--- src/rtl/dafilt_pkg.sv ---
package dafilt_pkg;
  localparam int ADDR_BITS  = 48;
  localparam int BYTE_W     = 8;
  localparam int NUM_PHYS   = ADDR_BITS / BYTE_W;
  localparam int HASH_BITS  = 6;
  localparam int NUM_FILT   = (1 << HASH_BITS) / BYTE_W;
  localparam int CRC_W      = 32;
  localparam logic [CRC_W-1:0] CRC_POLY = 32'h04C11DB7;
  localparam int IDX_W      = $clog2(ADDR_BITS);
  localparam int RADDR_W    = 4;
  localparam int FILT_BASE  = 8;

  typedef struct packed {
    logic             start;
    logic             shift;
    logic             last;
    logic [IDX_W-1:0] bitIdx;
  } ctrlStrobes_t;
endpackage

--- src/rtl/dafilt_ctrl.sv ---
module dafilt_ctrl
  import dafilt_pkg::*;
(
  input  logic         clk,
  input  logic         rstN,
  input  logic         bitValid,
  input  logic         sof,
  output ctrlStrobes_t strobes
);
  logic             active;
  logic [IDX_W-1:0] bitCnt;

  always_comb begin
    strobes.start  = bitValid & sof;
    strobes.shift  = bitValid & ~sof & active;
    strobes.bitIdx = strobes.start ? '0 : bitCnt;
    strobes.last   = strobes.shift && (bitCnt == IDX_W'(ADDR_BITS - 1));
  end

  always_ff @(posedge clk or negedge rstN) begin
    if (!rstN) begin
      active <= 1'b0;
      bitCnt <= '0;
    end else if (strobes.start) begin
      active <= 1'b1;
      bitCnt <= IDX_W'(1);
    end else if (strobes.shift) begin
      if (strobes.last) begin
        active <= 1'b0;
        bitCnt <= '0;
      end else begin
        bitCnt <= bitCnt + 1'b1;
      end
    end
  end
endmodule

--- src/rtl/dafilt_dpath.sv ---
module dafilt_dpath
  import dafilt_pkg::*;
(
  input  logic               clk,
  input  logic               rstN,
  input  logic               bitIn,
  input  ctrlStrobes_t       strobes,
  input  logic               regWrEn,
  input  logic [RADDR_W-1:0] regAddr,
  input  logic [BYTE_W-1:0]  regWrData,
  output logic               decValid,
  output logic               decAccept
);
  localparam int FILT_W = NUM_FILT * BYTE_W;

  logic [BYTE_W-1:0]    physReg [NUM_PHYS];
  logic [BYTE_W-1:0]    filtReg [NUM_FILT];
  logic [ADDR_BITS-1:0] physVec;
  logic [FILT_W-1:0]    filtVec;

  generate
    for (genvar k = 0; k < NUM_PHYS; k++) begin : g_phys
      always_ff @(posedge clk or negedge rstN) begin
        if (!rstN) physReg[k] <= '0;
        else if (regWrEn && regAddr == RADDR_W'(k)) physReg[k] <= regWrData;
      end
      assign physVec[k*BYTE_W +: BYTE_W] = physReg[k];
    end
    for (genvar k = 0; k < NUM_FILT; k++) begin : g_filt
      always_ff @(posedge clk or negedge rstN) begin
        if (!rstN) filtReg[k] <= '0;
        else if (regWrEn && regAddr == RADDR_W'(FILT_BASE + k)) filtReg[k] <= regWrData;
      end
      assign filtVec[k*BYTE_W +: BYTE_W] = filtReg[k];
    end
  endgenerate

  function automatic logic [CRC_W-1:0] crcStep(input logic [CRC_W-1:0] c, input logic b);
    logic fb;
    fb = c[CRC_W-1] ^ b;
    return {c[CRC_W-2:0], 1'b0} ^ (fb ? CRC_POLY : '0);
  endfunction

  logic [CRC_W-1:0]     crcReg, crcIn, crcNext;
  logic                 groupFlag, matchReg;
  logic                 isGroup, bitOk, matchNext, acceptNext;
  logic [HASH_BITS-1:0] hashIdx;

  always_comb begin
    crcIn      = strobes.start ? '1 : crcReg;
    crcNext    = crcStep(crcIn, bitIn);
    bitOk      = (bitIn == physVec[strobes.bitIdx]);
    matchNext  = (strobes.start | matchReg) & bitOk;
    isGroup    = strobes.start ? bitIn : groupFlag;
    hashIdx    = crcNext[CRC_W-1 -: HASH_BITS];
    acceptNext = isGroup ? filtVec[hashIdx] : matchNext;
  end

  always_ff @(posedge clk or negedge rstN) begin
    if (!rstN) begin
      crcReg    <= '0;
      matchReg  <= 1'b0;
      groupFlag <= 1'b0;
      decValid  <= 1'b0;
      decAccept <= 1'b0;
    end else begin
      if (strobes.start | strobes.shift) begin
        crcReg   <= crcNext;
        matchReg <= matchNext;
      end
      if (strobes.start) begin
        groupFlag <= bitIn;
        decValid  <= 1'b0;
        decAccept <= 1'b0;
      end
      if (strobes.last) begin
        decValid  <= 1'b1;
        decAccept <= acceptNext;
      end
    end
  end
endmodule

--- src/rtl/dafilt_top.sv ---
module dafilt_top
  import dafilt_pkg::*;
(
  input  logic               clk,
  input  logic               rstN,
  input  logic               bitIn,
  input  logic               bitValid,
  input  logic               sof,
  input  logic               regWrEn,
  input  logic [RADDR_W-1:0] regAddr,
  input  logic [BYTE_W-1:0]  regWrData,
  output logic               decisionValid,
  output logic               frameAccept,
  output logic               frameReject
);
  ctrlStrobes_t strobes;
  logic         decValid, decAccept;

  dafilt_ctrl u_ctrl (
    .clk(clk), .rstN(rstN), .bitValid(bitValid), .sof(sof), .strobes(strobes)
  );

  dafilt_dpath u_dpath (
    .clk(clk), .rstN(rstN), .bitIn(bitIn), .strobes(strobes),
    .regWrEn(regWrEn), .regAddr(regAddr), .regWrData(regWrData),
    .decValid(decValid), .decAccept(decAccept)
  );

  assign decisionValid = decValid;
  assign frameAccept   = decValid & decAccept;
  assign frameReject   = decValid & ~decAccept;
endmodule

--- config.mk ---
export PLATFORM = sky130hd
export DESIGN_NAME = dafilt_top
export DESIGN_NICKNAME = d
export VERILOG_FILES = /design/src/rtl/dafilt_pkg.sv /design/src/rtl/dafilt_ctrl.sv /design/src/rtl/dafilt_dpath.sv /design/src/rtl/dafilt_top.sv
export SDC_FILE = /design/constraint.sdc
export NUM_CORES = 1
export LEC_CHECK = 0
export BUFFER_PORTS_ARGS = -buffer_cell sky130_fd_sc_hd__buf_4
export CAP_MARGIN = 15
export CORE_AREA = 2 2 153 155
export DETAILED_ROUTE_END_ITERATION = 8
export DIE_AREA = 0 0 155 157
export PLACE_DENSITY = 0.48
export SETUP_SLACK_MARGIN = 0.02
export SLEW_MARGIN = 20
export SYNTH_ARGS = -nofsm -noshare
export SYNTH_HDL_FRONTEND = slang
export SYNTH_SLANG_ARGS = --single-unit
--- constraint.sdc ---
create_clock -name clk -period 3.9 [get_ports clk]
set_input_delay 0.39 -clock clk [delete_from_list [all_inputs] [get_ports clk]]
set_output_delay 0.39 -clock clk [all_outputs]
set_load 0.02 [all_outputs]
; ---- After elaboration in Yosys (flattened, before gate mapping)
; Cells that the tools add are included.
[word_totals]
register_bits = 155
inputBits = 18
out_inout_bits = 3
wordCells = 88
[classes]
addsub = 1
magnitude_cmp = 2
n_eq_ne = 15
n_mux = 18
bitwise_logic = 12
n_reduce_logical = 19
[ops]
columns = cell, count
row1 = 4-bit equality test (second input constant), 8
row2 = 32-bit two-way mux, 1
row3 = 32-bit XOR, 1
row4 = 27-bit two-way mux, 1
row5 = 6-bit two-way mux, 4
row6 = 1-bit logical AND, 15
row7 = 6-bit by 7-bit less-than comparator with 1-bit output (second input constant), 2
row8 = 1-bit binary-select mux with 6-bit select, 2
row9 = 1-bit two-way mux, 10
row10 = 4-bit by 2-bit equality test with 1-bit output (second input constant), 2
row11 = 4-bit by 3-bit equality test with 1-bit output (second input constant), 2
row12 = 6-bit by 1-bit adder with 6-bit output (second input constant), 1
row13 = 1-bit AND, 6
row14 = 6-bit equality test (second input constant), 1
row15 = 4-bit by 1-bit equality test with 1-bit output (second input constant), 1
row16 = 4-bit zero test, 1
row17 = 2-bit nonzero test, 2
row18 = 1-bit NOT, 2
row19 = 1-bit OR, 2
row20 = 2-bit AND reduction, 1
row21 = 1-bit equality test, 1
row22 = 1-bit XOR, 1

; ---- Logic depth before layout (Yosys ltp)
[depth]
word_depth = 9
ltp_mapped = 11
mapped_depth_nobuf = 9

; ---- Modules after synthesis
; A second synthesis with hierarchy kept.
[hier_totals]
hier_cells = 644
area_unflattened_um2 = 7668.6
[modules_own_cells]
columns = module, n_inst, cells_each, area_each_um2, seq_area_each_um2
row1 = dafilt_dpath, 1, 590, 7198.2, 3703.6
row2 = dafilt_ctrl, 1, 52, 454.2, 175.2
row3 = dafilt_top, 1, 2, 16.3, 0.0

; ---- Worst setup path after synthesis
; OpenSTA, ideal clock, no wires.
[synth_path]
path_kind = input port to flip-flop
from = in sof
to = reg u_dpath.decAccept
setup_time_ns = 0.126
t_arrival_ns = 2.084
required_time_ns = 3.774
path_slack_ns = 1.690
stages = 10
n_path_buf = 2
path_cell_list = buf_2 -> and2_1 -> nor2_4 -> buf_6 -> mux2_2 -> o22ai_1 -> a21oi_2 -> o32ai_1 -> o311ai_1 -> o311a_1
[synth_between]
elab_chain_cells = 9
word_cells_on_any_way = 21
cone_classes = 1 x eq/ne / 10 x mux / 8 x bitwise / 2 x reduce/logical
[synth_lines]
columns = element, line
row1 = start: declaration, dafilt_top.sv:8  ; input logic sof,
row2 = 1-bit AND, dafilt_ctrl.sv:14  ; strobes.start = bitValid & sof;
row3 = 32-bit two-way mux, dafilt_dpath.sv:50  ; crcIn = strobes.start ? '1 : crcReg;
row4 = 1-bit XOR, dafilt_dpath.sv:40  ; fb = c[CRC_W-1] ^ b;
row5 = 27-bit two-way mux, dafilt_dpath.sv:41  ; return {c[CRC_W-2:0], 1'b0} ^ (fb ? CRC_POLY : '0);
row6 = 32-bit XOR, dafilt_dpath.sv:41
row7 = 1-bit binary-select mux with 6-bit select, dafilt_dpath.sv:56  ; acceptNext = isGroup ? filtVec[hashIdx] : matchNext;
row8 = 1-bit two-way mux (not written as such), dafilt_dpath.sv:56
row9 = 1-bit two-way mux, dafilt_dpath.sv:56
row10 = 1-bit two-way mux, dafilt_dpath.sv:76  ; if (strobes.last) begin
row11 = end signal: assignment, dafilt_dpath.sv:78  ; decAccept <= acceptNext;
row12 = end: declaration, dafilt_dpath.sv:12  ; output logic decAccept
; Several ways; a longest one is shown, not always the timed one. The select of a mux whose other input is x is not followed.
; A chain may end at the register's enable or synchronous reset.

; ---- Final worst setup path
[layout_path]
from = reg u_dpath.crcReg[27]
to = reg u_dpath.decAccept
[layout_between]
elab_chain_cells = 6
[layout_lines]
columns = element, line
row1 = start: declaration, dafilt_dpath.sv:44  ; logic [CRC_W-1:0] crcReg, crcIn, crcNext;
row2 = start signal: assignment, dafilt_dpath.sv:68  ; crcReg <= crcNext;
row3 = 32-bit two-way mux, dafilt_dpath.sv:50
row4 = 32-bit XOR, dafilt_dpath.sv:41
row5 = 1-bit binary-select mux with 6-bit select, dafilt_dpath.sv:56
row6 = 1-bit two-way mux (not written as such), dafilt_dpath.sv:56
row7 = 1-bit two-way mux, dafilt_dpath.sv:56
row8 = 1-bit two-way mux, dafilt_dpath.sv:76
; Every way passes these cells. The select of a mux whose other input is x is not followed.

==> flow_summary.json <==
{
  "status": "complete, but fails checks",
  "violations": "hold timing",
  "synthToLayoutAreaGrowth_pct": 11.8,
  "fillers": 2129,
  "clkTransAtPathRegs_ns": 0.07,
  "cts_max_path_buffers": 2,
  "postPlaceCellArea_sq_um": 8210,
  "grt_pass1_wl_um": 32400,
  "syn_area_per_cell_sq_um": 11.2,
  "seq_area_frac_synth_pct": 49.4,
  "grt-ovfl-total": 0,
  "ys_types": 67,
  "clock_sinks": 155,
  "yosysWarnings": 0,
  "cp_data_arrival_time_ns": 3.06,
  "ant_nets": 0,
  "post_cts_buffers": 0,
  "use_met3_pct": 3.19,
  "io_pins": 21,
  "dieArea_sq_um": 24300,
  "use_met2_pct": 27.5,
  "synth-seq-cells": 155,
  "routabilityCongestion": 0.855,
  "busiest_layer": "met2",
  "die_w_um": 155,
  "irDropWorstVdd_mv": 0.291,
  "n_antenna_cell": 0,
  "hold_path_class": "in2async",
  "wirelength_um": 20200,
  "synth_area_sq_um": 7850,
  "syn_inst": 699,
  "antenna_found_initial": 0,
  "worstSetupEndpointType": "register",
  "fin_setup_tns_ns": 0,
  "critPathMaxFanout": 23,
  "cts_tree": "done",
  "fin_crit_sh_pct": 68.9,
  "drv_slew": 0,
  "postCtsHoldBufs": 0,
  "nets": 717,
  "cp.required_ns": 4.27,
  "cp-start-kind": "register",
  "vias_per_cell": 5.62,
  "powerDensity_nw_per_um2": 543,
  "first_iter_violations": 464,
  "fmax_ghz": 0.372,
  "dp_hpwl_um": 13500,
  "syn-num-nets": 718,
  "crit_type": "reg2reg",
  "synthArstFlopShare_pct": 100,
  "dieHeight_um": 157,
  "cts-root-buf": "clkbuf_16",
  "worst_pin_slew_ns": 1.05,
  "stdcell_area_sq_um": 8780,
  "start_util_pct": 34.9,
  "io_buffers": 20,
  "hold_viol_final": 14,
  "core-area_sq_um": 22500,
  "vias": 5595,
  "synth_edf_count": 0,
  "cap_violations": 0,
  "insertion_delay_ns": 0.43,
  "slew-limit-headroom_pct": 29.4,
  "cts_resized": 0,
  "min_period_ns": 2.69,
  "grt_pass1_vias": 5586,
  "grt_max_degree": 83,
  "met1_usage_pct": 24.6,
  "cts_buffers": 17,
  "setup_viol": 0,
  "rows": 55,
  "final.setup_skew_ns": 0.00586,
  "drt-pass1-iter-count": 5,
  "wire_per_inst_um": 20.3,
  "htreeDepth": 4,
  "drcViolationCount": 0,
  "layout-drive-gt1-share_pct": 28.0,
  "synth_ff_type": "dfrtp_1",
  "p_leak_nw": 3.66,
  "rr_worst_depth": 8,
  "rsz0062_at_grt": "no",
  "grt_use_total_pct": 17.5,
  "fin_hold_ws_ns": -0.0259
}
-- routing by layer --
metal	up-vias	part of all wire [%]
met5	-	0
met3	23	2.9
met4	0	1.8
met1	2913	49
li1	2554	-
met2	105	47
-- worst max-delay path, cell delays in order (launching register included) --
cell      delay [ns]
dfrtp_1         0.69
a22oi_1         0.60
o32ai_1         0.20
a211oi_1        0.26
a21oi_1         0.06
o41ai_1         0.27
a21oi_1         0.07
o311ai_1        0.27
o311a_1         0.20
-- kinds of logic (layout without fill, tap and decap cells) --
group	Yosys count	count (layout)	share of synthesized area, %
AO/OA/AOI/OAI	121	121	10.7
XOR/XNOR	15	15	1.77
adder cells (fa/ha/maj)	1	1	0.159
buffers and inverters	53	65	3.09
flip-flops	155	155	49.4
multiplexers	151	151	22.6
AND/OR/NAND/NOR	203	203	12.2
-- final cells by class --
class / instances / area (sq um) / area share, %
repair buffers: 29 / 234 / 2.66
multi-input cells: 491 / 3730 / 42.5
clock inverters: 14 / 136 / 1.55
inverters: 4 / 15.0 / 0.171
well taps: 285 / 357 / 4.06
clock buffers: 18 / 429 / 4.89
flip-flops and latches: 155 / 3880 / 44.2
-- per-stage QoR --
step                setup WS [ns]  cells  util (%)  power, mW
global placement             1.03    964      36.5       3.15
floorplan                    1.69    699         -       2.88
global route                 1.03    996      39.0       5.02
finish                       1.21    996      39.0       4.77
CTS                          1.20    996      39.0       4.81
detailed placement           1.02    964      36.5       3.18
-- worst paths after layout --
path                                     from                   to  slack, ns
max                        u_dpath.crcReg[27]    u_dpath.decAccept       1.21
min                                      rstN  u_dpath.filtReg[35]      -0.03
max reg2reg                u_dpath.crcReg[27]    u_dpath.decAccept       1.21
min reg2reg                 u_dpath.crcReg[4]    u_dpath.crcReg[4]       0.48
max in group asynchronous                rstN  u_dpath.physReg[23]       3.04
min in group clk                     bitValid     u_ctrl.bitCnt[0]       0.31
-- layout by cell type, fill, tap and decap left out, types with 6 or more instances in the layout --
cell type,n
dfrtp_1,155
mux2_2,119
nand2_1,80
nor2_1,38
buf_4,27
o21ai_0,24
mux2i_1,23
a21oi_1,23
nand3_1,18
clkbuf_16,17
nor3_1,16
nor2b_1,11
xnor2_1,11
nand2b_1,10
a211oi_1,9
mux4_2,8
o22ai_1,7
a31oi_1,7
and3_1,6
o221ai_1,6
-- cells in the mapped netlist (6+ instances only) --
cell	instances	area [sq um]
dfrtp_1	155	3880
nand2_1	80	300
mux2i_1	23	230
nor2_1	38	143
o221ai_1	6	52.6
nand2b_1	10	62.6
nand3_1	18	90.1
buf_2	11	55.1
clkbuf_1	30	113
a211oi_1	9	67.6
xnor2_1	11	96.3
a31oi_1	7	43.8
mux4_2	8	180
nor3_1	16	80.1
mux2_2	119	1340
a21oi_1	23	115
o22ai_1	7	43.8
nor2b_1	11	68.8
and3_1	6	37.5
o21ai_0	24	120
-- sequential cells by signal, indices dropped and copies added (netlist names) --
name	cells
u_dpath.decAccept	1
u_dpath.groupFlag	1
u_dpath.decValid	1
u_dpath.physReg	48
u_dpath.matchReg	1
u_ctrl.active	1
u_dpath.filtReg	64
u_ctrl.bitCnt	6
u_dpath.crcReg	32
-- where the power goes --
part / leakage (nW) / switching (mW) / internal, mW
Combinational: 1.52 / 0.436 / 0.504
Sequential: 1.87 / 0.276 / 1.94
Clock: 0.268 / 0.716 / 0.892
Total: 3.66 / 1.43 / 3.34
No activity file was read; power rests on OpenSTA's default activity.
